[src/rtl/opres_pkg.sv]
package opres_pkg;

  localparam int DATA_ADDR_W = 8;
  localparam int IMM_W       = 16;
  localparam int BITPOS_W    = 3;

  typedef enum logic [2:0] {
    MODE_REG   = 3'd0,
    MODE_DIR   = 3'd1,
    MODE_IND   = 3'd2,
    MODE_BIT   = 3'd3,
    MODE_IMM8  = 3'd4,
    MODE_IMM16 = 3'd5
  } opnd_mode_e;

  typedef struct packed {
    logic [DATA_ADDR_W-1:0] addr;
    logic                   sfr;
    logic                   is_bit;
    logic [BITPOS_W-1:0]    pos;
    logic                   imm_valid;
    logic [IMM_W-1:0]       imm;
  } opnd_res_t;

endpackage

[src/rtl/opres_reg_locator.sv]
module opres_reg_locator #(
  parameter int ADDR_W = 8,
  parameter int BANK_W = 2,
  parameter int IDX_W  = 3
) (
  input  logic [BANK_W-1:0] bank,
  input  logic [IDX_W-1:0]  idx,
  output logic [ADDR_W-1:0] addr
);
  localparam int PAD_W = ADDR_W - BANK_W - IDX_W;

  // Each bank is 2**IDX_W bytes, banks are stacked from address zero.
  generate
    if (PAD_W > 0) begin : g_pad
      assign addr = {{PAD_W{1'b0}}, bank, idx};
    end else begin : g_nopad
      assign addr = {bank, idx};
    end
  endgenerate
endmodule

[src/rtl/opres_bit_locator.sv]
module opres_bit_locator #(
  parameter logic [7:0] BIT_RAM_BASE = 8'h20
) (
  input  logic [7:0] bit_addr,
  output logic [7:0] byte_addr,
  output logic       in_sfr,
  output logic [2:0] pos
);
  logic [7:0] ram_byte;
  logic [7:0] sfr_byte;

  // Lower half: 128 bits packed into 16 RAM bytes from the base.
  assign ram_byte  = BIT_RAM_BASE + {4'b0000, bit_addr[6:3]};
  // Upper half: bit lives in the SFR whose address is a multiple of 8.
  assign sfr_byte  = {bit_addr[7:3], 3'b000};
  assign in_sfr    = bit_addr[7];
  assign byte_addr = in_sfr ? sfr_byte : ram_byte;
  assign pos       = bit_addr[2:0];
endmodule

[src/rtl/opres_ctrl.sv]
module opres_ctrl
  import opres_pkg::*;
(
  input  logic       clk,
  input  logic       rst,
  input  logic       req_valid,
  input  logic       req_is_ind,
  input  opnd_res_t  next_res,
  input  logic [7:0] ptr_rd_data,
  input  logic       res_ready,
  output logic       req_ready,
  output logic       ptr_issue,
  output logic       res_valid,
  output opnd_res_t  res
);
  typedef enum logic {ST_IDLE = 1'b0, ST_PTR = 1'b1} ctrl_state_e;

  ctrl_state_e state;
  logic        accept;

  assign req_ready = (state == ST_IDLE) && (!res_valid || res_ready);
  assign accept    = req_valid && req_ready;
  assign ptr_issue = accept && req_is_ind;

  always_ff @(posedge clk) begin
    if (rst) begin
      state     <= ST_IDLE;
      res_valid <= 1'b0;
      res       <= '0;
    end else begin
      case (state)
        ST_IDLE: begin
          if (accept) begin
            if (req_is_ind) begin
              state     <= ST_PTR;
              res_valid <= 1'b0;
            end else begin
              res       <= next_res;
              res_valid <= 1'b1;
            end
          end else if (res_valid && res_ready) begin
            res_valid <= 1'b0;
          end
        end
        default: begin
          // Pointer byte arrives now; indirect targets are always RAM.
          res       <= '0;
          res.addr  <= ptr_rd_data;
          res_valid <= 1'b1;
          state     <= ST_IDLE;
        end
      endcase
    end
  end

  // R9: reset empties the output and returns to idle
  a_r9_reset_idle: assert property (@(posedge clk)
    rst |=> (!res_valid && state == ST_IDLE));

  // R7: a stalled result does not move
  a_r7_hold_stable: assert property (@(posedge clk) disable iff (rst)
    (res_valid && !res_ready) |=> (res_valid && $stable(res)));

  // R8: the cycle after a pointer read is a bubble
  a_r8_ptr_bubble: assert property (@(posedge clk) disable iff (rst)
    ptr_issue |=> (!req_ready && !res_valid));

  // R3: an indirect result appears two edges on and is never an SFR
  a_r3_ind_is_ram: assert property (@(posedge clk) disable iff (rst)
    ptr_issue |=> ##1 (res_valid && !res.sfr && !res.is_bit));

  // R5: SFR results lie in the upper half of the address space
  a_r5_sfr_upper: assert property (@(posedge clk) disable iff (rst)
    (res_valid && res.sfr) |-> res.addr[7]);

  // R4: RAM bit results lie in the lower half
  a_r4_bit_ram_low: assert property (@(posedge clk) disable iff (rst)
    (res_valid && res.is_bit && !res.sfr) |-> !res.addr[7]);

  // R6: immediates never carry an SFR select or a bit flag
  a_r6_imm_clean: assert property (@(posedge clk) disable iff (rst)
    (res_valid && res.imm_valid) |-> (!res.sfr && !res.is_bit));
endmodule

[src/rtl/opnd_resolver.sv]
module opnd_resolver
  import opres_pkg::*;
#(
  parameter int         BANK_W       = 2,
  parameter int         REG_IDX_W    = 3,
  parameter logic [7:0] BIT_RAM_BASE = 8'h20
) (
  input  logic        clk,
  input  logic        rst,
  input  logic [1:0]  bank_sel,
  input  logic        req_valid,
  output logic        req_ready,
  input  logic [2:0]  req_mode,
  input  logic [7:0]  req_sel,
  input  logic [7:0]  req_hi,
  output logic        ptr_rd_en,
  output logic [7:0]  ptr_rd_addr,
  input  logic [7:0]  ptr_rd_data,
  output logic        res_valid,
  input  logic        res_ready,
  output logic [7:0]  res_addr,
  output logic        res_sfr,
  output logic        res_is_bit,
  output logic [2:0]  res_bitpos,
  output logic        res_imm_valid,
  output logic [15:0] res_imm
);
  localparam int PTR_PAD_W = REG_IDX_W - 1;

  logic                 is_ind;
  logic [REG_IDX_W-1:0] reg_idx;
  logic [7:0]           reg_addr;
  logic [7:0]           bit_byte;
  logic                 bit_sfr;
  logic [2:0]           bit_pos;
  opnd_res_t            next_res;
  opnd_res_t            res_q;

  assign is_ind  = (req_mode == MODE_IND);
  // Indirect mode only reaches the two pointer registers of the bank.
  assign reg_idx = is_ind ? {{PTR_PAD_W{1'b0}}, req_sel[0]}
                          : req_sel[REG_IDX_W-1:0];

  opres_reg_locator #(
    .ADDR_W (DATA_ADDR_W),
    .BANK_W (BANK_W),
    .IDX_W  (REG_IDX_W)
  ) u_reg_loc (
    .bank (bank_sel),
    .idx  (reg_idx),
    .addr (reg_addr)
  );

  opres_bit_locator #(
    .BIT_RAM_BASE (BIT_RAM_BASE)
  ) u_bit_loc (
    .bit_addr  (req_sel),
    .byte_addr (bit_byte),
    .in_sfr    (bit_sfr),
    .pos       (bit_pos)
  );

  always_comb begin
    next_res = '0;
    case (req_mode)
      MODE_REG: next_res.addr = reg_addr;
      MODE_IND: next_res      = '0;
      MODE_BIT: begin
        next_res.addr   = bit_byte;
        next_res.sfr    = bit_sfr;
        next_res.is_bit = 1'b1;
        next_res.pos    = bit_pos;
      end
      MODE_IMM8: begin
        next_res.imm_valid = 1'b1;
        next_res.imm       = {8'h00, req_sel};
      end
      MODE_IMM16: begin
        next_res.imm_valid = 1'b1;
        next_res.imm       = {req_hi, req_sel};
      end
      default: begin
        next_res.addr = req_sel;
        next_res.sfr  = req_sel[7];
      end
    endcase
  end

  opres_ctrl u_ctrl (
    .clk         (clk),
    .rst         (rst),
    .req_valid   (req_valid),
    .req_is_ind  (is_ind),
    .next_res    (next_res),
    .ptr_rd_data (ptr_rd_data),
    .res_ready   (res_ready),
    .req_ready   (req_ready),
    .ptr_issue   (ptr_rd_en),
    .res_valid   (res_valid),
    .res         (res_q)
  );

  assign ptr_rd_addr   = reg_addr;
  assign res_addr      = res_q.addr;
  assign res_sfr       = res_q.sfr;
  assign res_is_bit    = res_q.is_bit;
  assign res_bitpos    = res_q.pos;
  assign res_imm_valid = res_q.imm_valid;
  assign res_imm       = res_q.imm;

  // R3: the pointer read always targets R0 or R1 of a bank
  a_r3_ptr_in_bank: assert property (@(posedge clk) disable iff (rst)
    ptr_rd_en |-> (ptr_rd_addr[2:1] == 2'b00 && ptr_rd_addr[7:5] == 3'b000));
endmodule

[config.mk]
export PLATFORM = sky130hd
export DESIGN_NAME = opnd_resolver
export DESIGN_NICKNAME = d
export VERILOG_FILES = /design/src/rtl/opres_pkg.sv /design/src/rtl/opres_reg_locator.sv /design/src/rtl/opres_bit_locator.sv /design/src/rtl/opres_ctrl.sv /design/src/rtl/opnd_resolver.sv
export SDC_FILE = /design/constraint.sdc
export NUM_CORES = 1
export LEC_CHECK = 0
export ABC_CLOCK_PERIOD_IN_PS = 1400
export BUFFER_PORTS_ARGS = -buffer_cell sky130_fd_sc_hd__buf_2
export CAP_MARGIN = 30
export CORE_MARGIN = 3
export CORE_UTILIZATION = 41
export DETAILED_ROUTE_END_ITERATION = 12
export PLACE_DENSITY = 0.81
export SETUP_SLACK_MARGIN = 0.02
export SKIP_LAST_GASP = 1
export SYNTH_ARGS = -nofsm -noshare
export SYNTH_HDL_FRONTEND = slang
export SYNTH_SLANG_ARGS = --single-unit
export TNS_END_PERCENT = 50
[constraint.sdc]
create_clock -name clk -period 1.4 [get_ports clk]
set_input_delay 0 -clock clk [delete_from_list [all_inputs] [get_ports clk]]
set_output_delay 0 -clock clk [all_outputs]
set_load 0.005 [all_outputs]
==> Word-level counts from Yosys, hierarchy flattened <==
Cells that the tools add are included.
{ "totals": {"reg_bits": 32, "output_inout_bits": 41} }
{ "op_classes": {"eq_ne": 5, "n_bitwise": 3, "n_reduce_logical": 15, "muxes": 14, "addsub": 1} }
{ "ops": {"columns": ["cell", "n"], "rows": [
  ["$mux W30", 3],
  ["$pmux W17 S2", 1],
  ["$pmux W8 S3", 1],
  ["$mux W8", 1],
  ["$add A6 B4 Y7 const A", 1],
  ["$eq A3 B2 Y1 const B", 2],
  ["$eq A3 B3 Y1 const B", 2],
  ["$mux W1", 6],
  ["$reduce_or A3 Y1", 2],
  ["$logic_and A1 B1 Y1", 4],
  ["$mux W4", 1],
  ["$reduce_and A2 Y1", 2],
  ["$reduce_or A2 Y1", 2],
  ["$logic_not A3 Y1", 1],
  ["$mux W3", 1],
  ["$not A1 Y1", 3],
  ["$reduce_bool A3 Y1", 1],
  ["$ne A2 B1 Y1 const B", 1],
  ["$reduce_bool A2 Y1", 1],
  ["$logic_not A1 Y1", 1],
  ["$logic_or A1 B1 Y1", 1]
]} }

==> Depth between registers and ports, before layout <==
{ "depth": {"word_depth": 6, "depth_mapped": 6, "depth_no_buf": 4} }

==> By module <==
Synthesis repeated with hierarchy kept, for this count alone.
{ "unflattened": {"cells_unflattened": 214, "hier_area_um2": 2192.1} }
{ "by_module_without_submodules": {"columns": ["mod", "area_per_inst_um2", "n_inst", "cells_per_inst", "seq_area_each_um2"], "rows": [
  ["opres_ctrl", 1472.7, 1, 122, 640.6],
  ["opnd_resolver", 555.5, 1, 71, 0.0],
  ["opres_bit_locator", 100.1, 1, 12, 0.0],
  ["opres_reg_locator", 63.8, 1, 9, 0.0]
]} }

==> Worst setup path before layout <==
Ideal clock, no wire load.
{ "synth_path": {"kind": "register to register", "from": "register u_ctrl.res_valid", "to": "register u_ctrl.res[3] in the netlist's numbering", "stages_incl_launch_ff": 7, "period_less_slack_ns": 1.494, "required_time_ns": 1.272, "arrival_ns": 1.366, "setup_time_ns": 0.128, "path_slack_ns": -0.094, "path_cell_list": "dfxtp_1 -> nor2b_1 -> clkbuf_1 -> or3_4 -> buf_2 -> a22oi_1 -> nor2_1"} }
{ "synth_via": {"elab_chain_cells": 5} }
{ "synth_lines": {"columns": ["element", "line_no", "text"], "rows": [
  ["start, declared", "opres_ctrl.sv:13", "output logic res_valid,"],
  ["start signal, assigned", "opres_ctrl.sv:28", "res_valid <= 1'b0;"],
  ["start signal, assigned", "opres_ctrl.sv:36", "res_valid <= 1'b0;"],
  ["start signal, assigned", "opres_ctrl.sv:39", "res_valid <= 1'b1;"],
  ["$logic_not A1 Y1", "opres_ctrl.sv:21", "assign req_ready = (state == ST_IDLE) && (!res_valid || res_ready);"],
  ["$logic_or A1 B1 Y1", "opres_ctrl.sv:21", null],
  ["$logic_and A1 B1 Y1", "opres_ctrl.sv:21", null],
  ["$logic_and A1 B1 Y1", "opres_ctrl.sv:22", "assign accept = req_valid && req_ready;"],
  ["$reduce_and A2 Y1 (no line)", null, null],
  ["end signal, assigned", "opres_ctrl.sv:38", "res <= next_res;"],
  ["end, declared", "opres_ctrl.sv:14", "output opnd_res_t res"]
]} }
Every way passes these cells.
A chain may end at the register's enable or synchronous reset.

==> Final worst setup path <==
{ "layout_path": {"from": "register u_ctrl.state", "to": "register u_ctrl.res[22] in the netlist's numbering"} }
{ "layout_via": {"elab_chain_cells": 5} }
{ "layout_lines": {"columns": ["element", "line_no", "text"], "rows": [
  ["start, declared", "opres_ctrl.sv:18", "ctrl_state_e state;"],
  ["start signal, assigned", "opres_ctrl.sv:27", "state <= ST_IDLE;"],
  ["start signal, assigned", "opres_ctrl.sv:35", "state <= ST_PTR;"],
  ["start signal, assigned", "opres_ctrl.sv:50", "state <= ST_IDLE;"],
  ["$not A1 Y1", null, null],
  ["$logic_and A1 B1 Y1", "opres_ctrl.sv:21", null],
  ["$logic_and A1 B1 Y1", "opres_ctrl.sv:22", null],
  ["$reduce_bool A2 Y1 (no line)", null, null],
  ["$reduce_and A2 Y1 (no line)", null, null]
]} }
Parallel ways exist; a longest one is shown, timed or not.

==> impl_metrics.yaml <==
logic_synthesis:
  ys_seq_area_share_pct: 41.56
  synth_cell_types: 34
  yosysWarnings: 0
  postSynthCellCount: 188
  yosys_register_bits: 32
  synth.avg_cell_area_um2: 8.199
  syn_area_mm2: 0.001541
global_route:
  grt-ovfl-total: 0
  grt_pass1_wl_um: 7065
  grt_max_degree: 23
  antenna_found_initial: 0
  grt_pass1_vias: 1516
  grt.total_usage_pct: 21.01
route:
  ant_nets: 0
  drtIter0Drc: 89
  drc: 0
  wl_per_cell_um: 14.50
  via_per_inst: 5.371
  wirelength_um: 4653
  first_pass_iters: 4
  route.vias.total: 1724
critical_path:
  setup.worst_path.class: "register to register"
  critPathMaxFanout: 8
  worstPathArrival_ns: 1.59
  required_ns: 1.62
  crit_path_start_kind: "register"
  endpoint_kind: "register"
place:
  portBuffers: 70
  globalplace.congestion: 0.8344
  dp_hpwl_um: 3094
  place_area_mm2: 0.002002
die:
  fp.dieH_um: 67.32
  start_util_pct: 44.44
  die_w_um: 67.32
  num_rows: 21
  core_mm2: 0.003468
  ios: 74
  dieArea_mm2: 0.004531
power:
  swShare_pct: 27.50
  switchingPower_mw: 0.5788
  total_leakage_power_nw: 0.9769
  ir_drop_v: 0.0006660
  internal_power_mw: 1.526
  pwr-share-seq_pct: 45.5
  total_power_mw: 2.105
  combPwrFrac_pct: 19.3
  clkPwrFrac_pct: 35.3
  powerDensity_mw_per_mm2: 922.4
sta:
  setup_viol: 0
  hold_viol_final: 0
  clock_skew_ns: 0.006929
  rsz0062_at_grt: "true"
  fmax_mhz: 728.9
  maxSlewHeadroom_pct: 63.31
  period_needed_ns: 1.372
  worst_slew_pin_slew_ns: 0.5486
  finalCritPeriodShare_pct: 98.00
  finalMaxSlewViolations: 0
finish:
  final_area_mm2: 0.002282
  nets: 307
  multi_input_area_um2: 892.1
  area.sequential_um2: 641.9
  fillers: 293
  areaGrowthSynthToFinish_pct: 48.05
  drive_gt1_share_pct: 41.82
  antennaDiodeCount: 0
clocking:
  htree_levels: 2
  cts_tree: "yes"
  cts.sinks: 32
  path_clk_slew_ns: 0.07
  clk_latency_ns: 0.29
  cts_made_buffers: 5
  cts_root_buffer: "clkbuf_8"
  cts_buffer_depth: 2
run_status:
  status: "finished, final reports clean"
flow_run:
  drv_cap: 0
worst_hold_path:
  hold_path.class: "input pin to register"
-- sequential cells by signal, indices dropped and copies added, names as in the netlist --
name,flops
u_ctrl.res_valid,1
u_ctrl.state,1
u_ctrl.res,30
-- power by group through the flow --
stage	Sequential, mW	Clock [mW]	Combinational [mW]
after floorplan	0.980	0	0.212
after global placement	0.976	0	0.341
after detailed placement	0.977	0	0.347
after CTS	0.956	0.753	0.383
after global routing	0.960	0.803	0.441
final	0.957	0.742	0.406
-- final cells by class --
class,instances,share of cell area [%]
Sequential cell,32,28.13
Inverter,2,0.3289
Timing Repair Buffer,96,25.88
Multi-Input combinational cell,137,39.09
Tap cell,46,2.522
Clock inverter,2,0.4386
Clock buffer,6,3.618
-- synthesized netlist by cell type (all sizes together) --
cell type	n	share of area, %
a21boi	1	0.49
a21o	3	1.5
a21oi	21	6.8
a22oi	13	6.3
a2bb2oi	1	0.57
a31oi	5	2.0
a32oi	1	0.57
and2	2	0.81
buf	11	5.4
clkbuf	10	2.4
conb	1	0.24
dfxtp	32	42
inv	2	0.49
nand2	21	5.1
nand2b	7	2.8
nand3	10	3.2
nand4	3	1.2
nand4b	4	2.3
nor2	15	3.7
nor2b	5	2.0
nor3	5	2.6
nor3b	5	3.2
nor4	1	0.41
o211ai	1	0.49
o21ai	3	0.97
o2bb2ai	1	0.57
o31a	1	0.57
o32ai	1	0.57
or2	1	0.41
or3	1	0.73
-- cell usage in the layout (no fill, tap or decap), types with 2 or more instances in the layout --
cell and n:
a21o_1 3, a21oi_1 18, a21oi_2 3, a22oi_1 3, a22oi_2 10, a31oi_1 5
and2_1 2, buf_2 70, buf_4 12, clkbuf_8 6, clkinv_2 2, conb_1 3
dfxtp_1 31, dlygate4sd3_1 13, inv_1 2, nand2_1 21, nand2b_1 6, nand3_1 10
nand4_1 3, nand4b_1 4, nor2_1 15, nor2b_1 4, nor3_1 2, nor3_4 2
nor3b_1 4, o21ai_0 3, or3_4 3
-- logic make-up (layout without fill, tap and decap cells) --
| logic type | Yosys count | count (layout) | share of synthesized area (%) |
|---|---|---|---|
| DFF | 32 | 32 | 41.56 |
| AOI/OAI and AO/OA | 52 | 52 | 21.43 |
| other | 1 | 3 | 0.2433 |
| and+or+nand+nor | 80 | 82 | 28.49 |
| buffers and inverters | 23 | 106 | 8.279 |
-- critical path, stage by stage (launching register included) --
cell      delay, ns
dfxtp_2        0.32
nand2b_4       0.19
or3_4          0.46
a21o_1         0.20
a21oi_1        0.13
-- per-stage QoR --
stage	hold WS [ns]	setup WS, ns	utilization (%)	instances	setup TNS, ns
final	0.01131	0.02804	65.80	321	0
after global routing	0.01888	-0.03023	65.80	321	-0.03023
after CTS	0.0009100	-0.03714	64.43	318	-0.06821
after detailed placement	0.1854	-0.1448	57.72	297	-2.023
after global placement	0.1853	-0.06037	57.72	297	-0.4938
after floorplan	0.08082	-0.003102	-	190	-0.02539
-- metal layers --
layer  vias to the layer above  global-route usage, %  routed length [um]
li1                        832                      -                   -
met1                       793                  26.97                1970
met2                        83                  31.04                2154
met3                        16                  6.323                 351
met4                         0                  12.15                 176
met5                         -                      0                   0
-- final timing paths --
path | from | endpoint | slack, ns | depth (start not counted)
worst max-delay path | u_ctrl.state | u_ctrl.res[22] | 0.03 | 4
worst max register to register | u_ctrl.state | u_ctrl.res[22] | 0.03 | 4
worst min-delay path | ptr_rd_data[4] | u_ctrl.res[26] | 0.01 | 3
worst min register to register | u_ctrl.res[17] | u_ctrl.res[17] | 0.45 | 2
-- repair_timing --
item	in CTS	in global routing
pin swaps	1	1
hold buffers	12	1
gates resized for setup	3	5
hold endpoints to repair	12	1
setup buffers	0	1
setup endpoints to repair	31	18
cloned	1	1
Power figures use the tool's default switching activity.
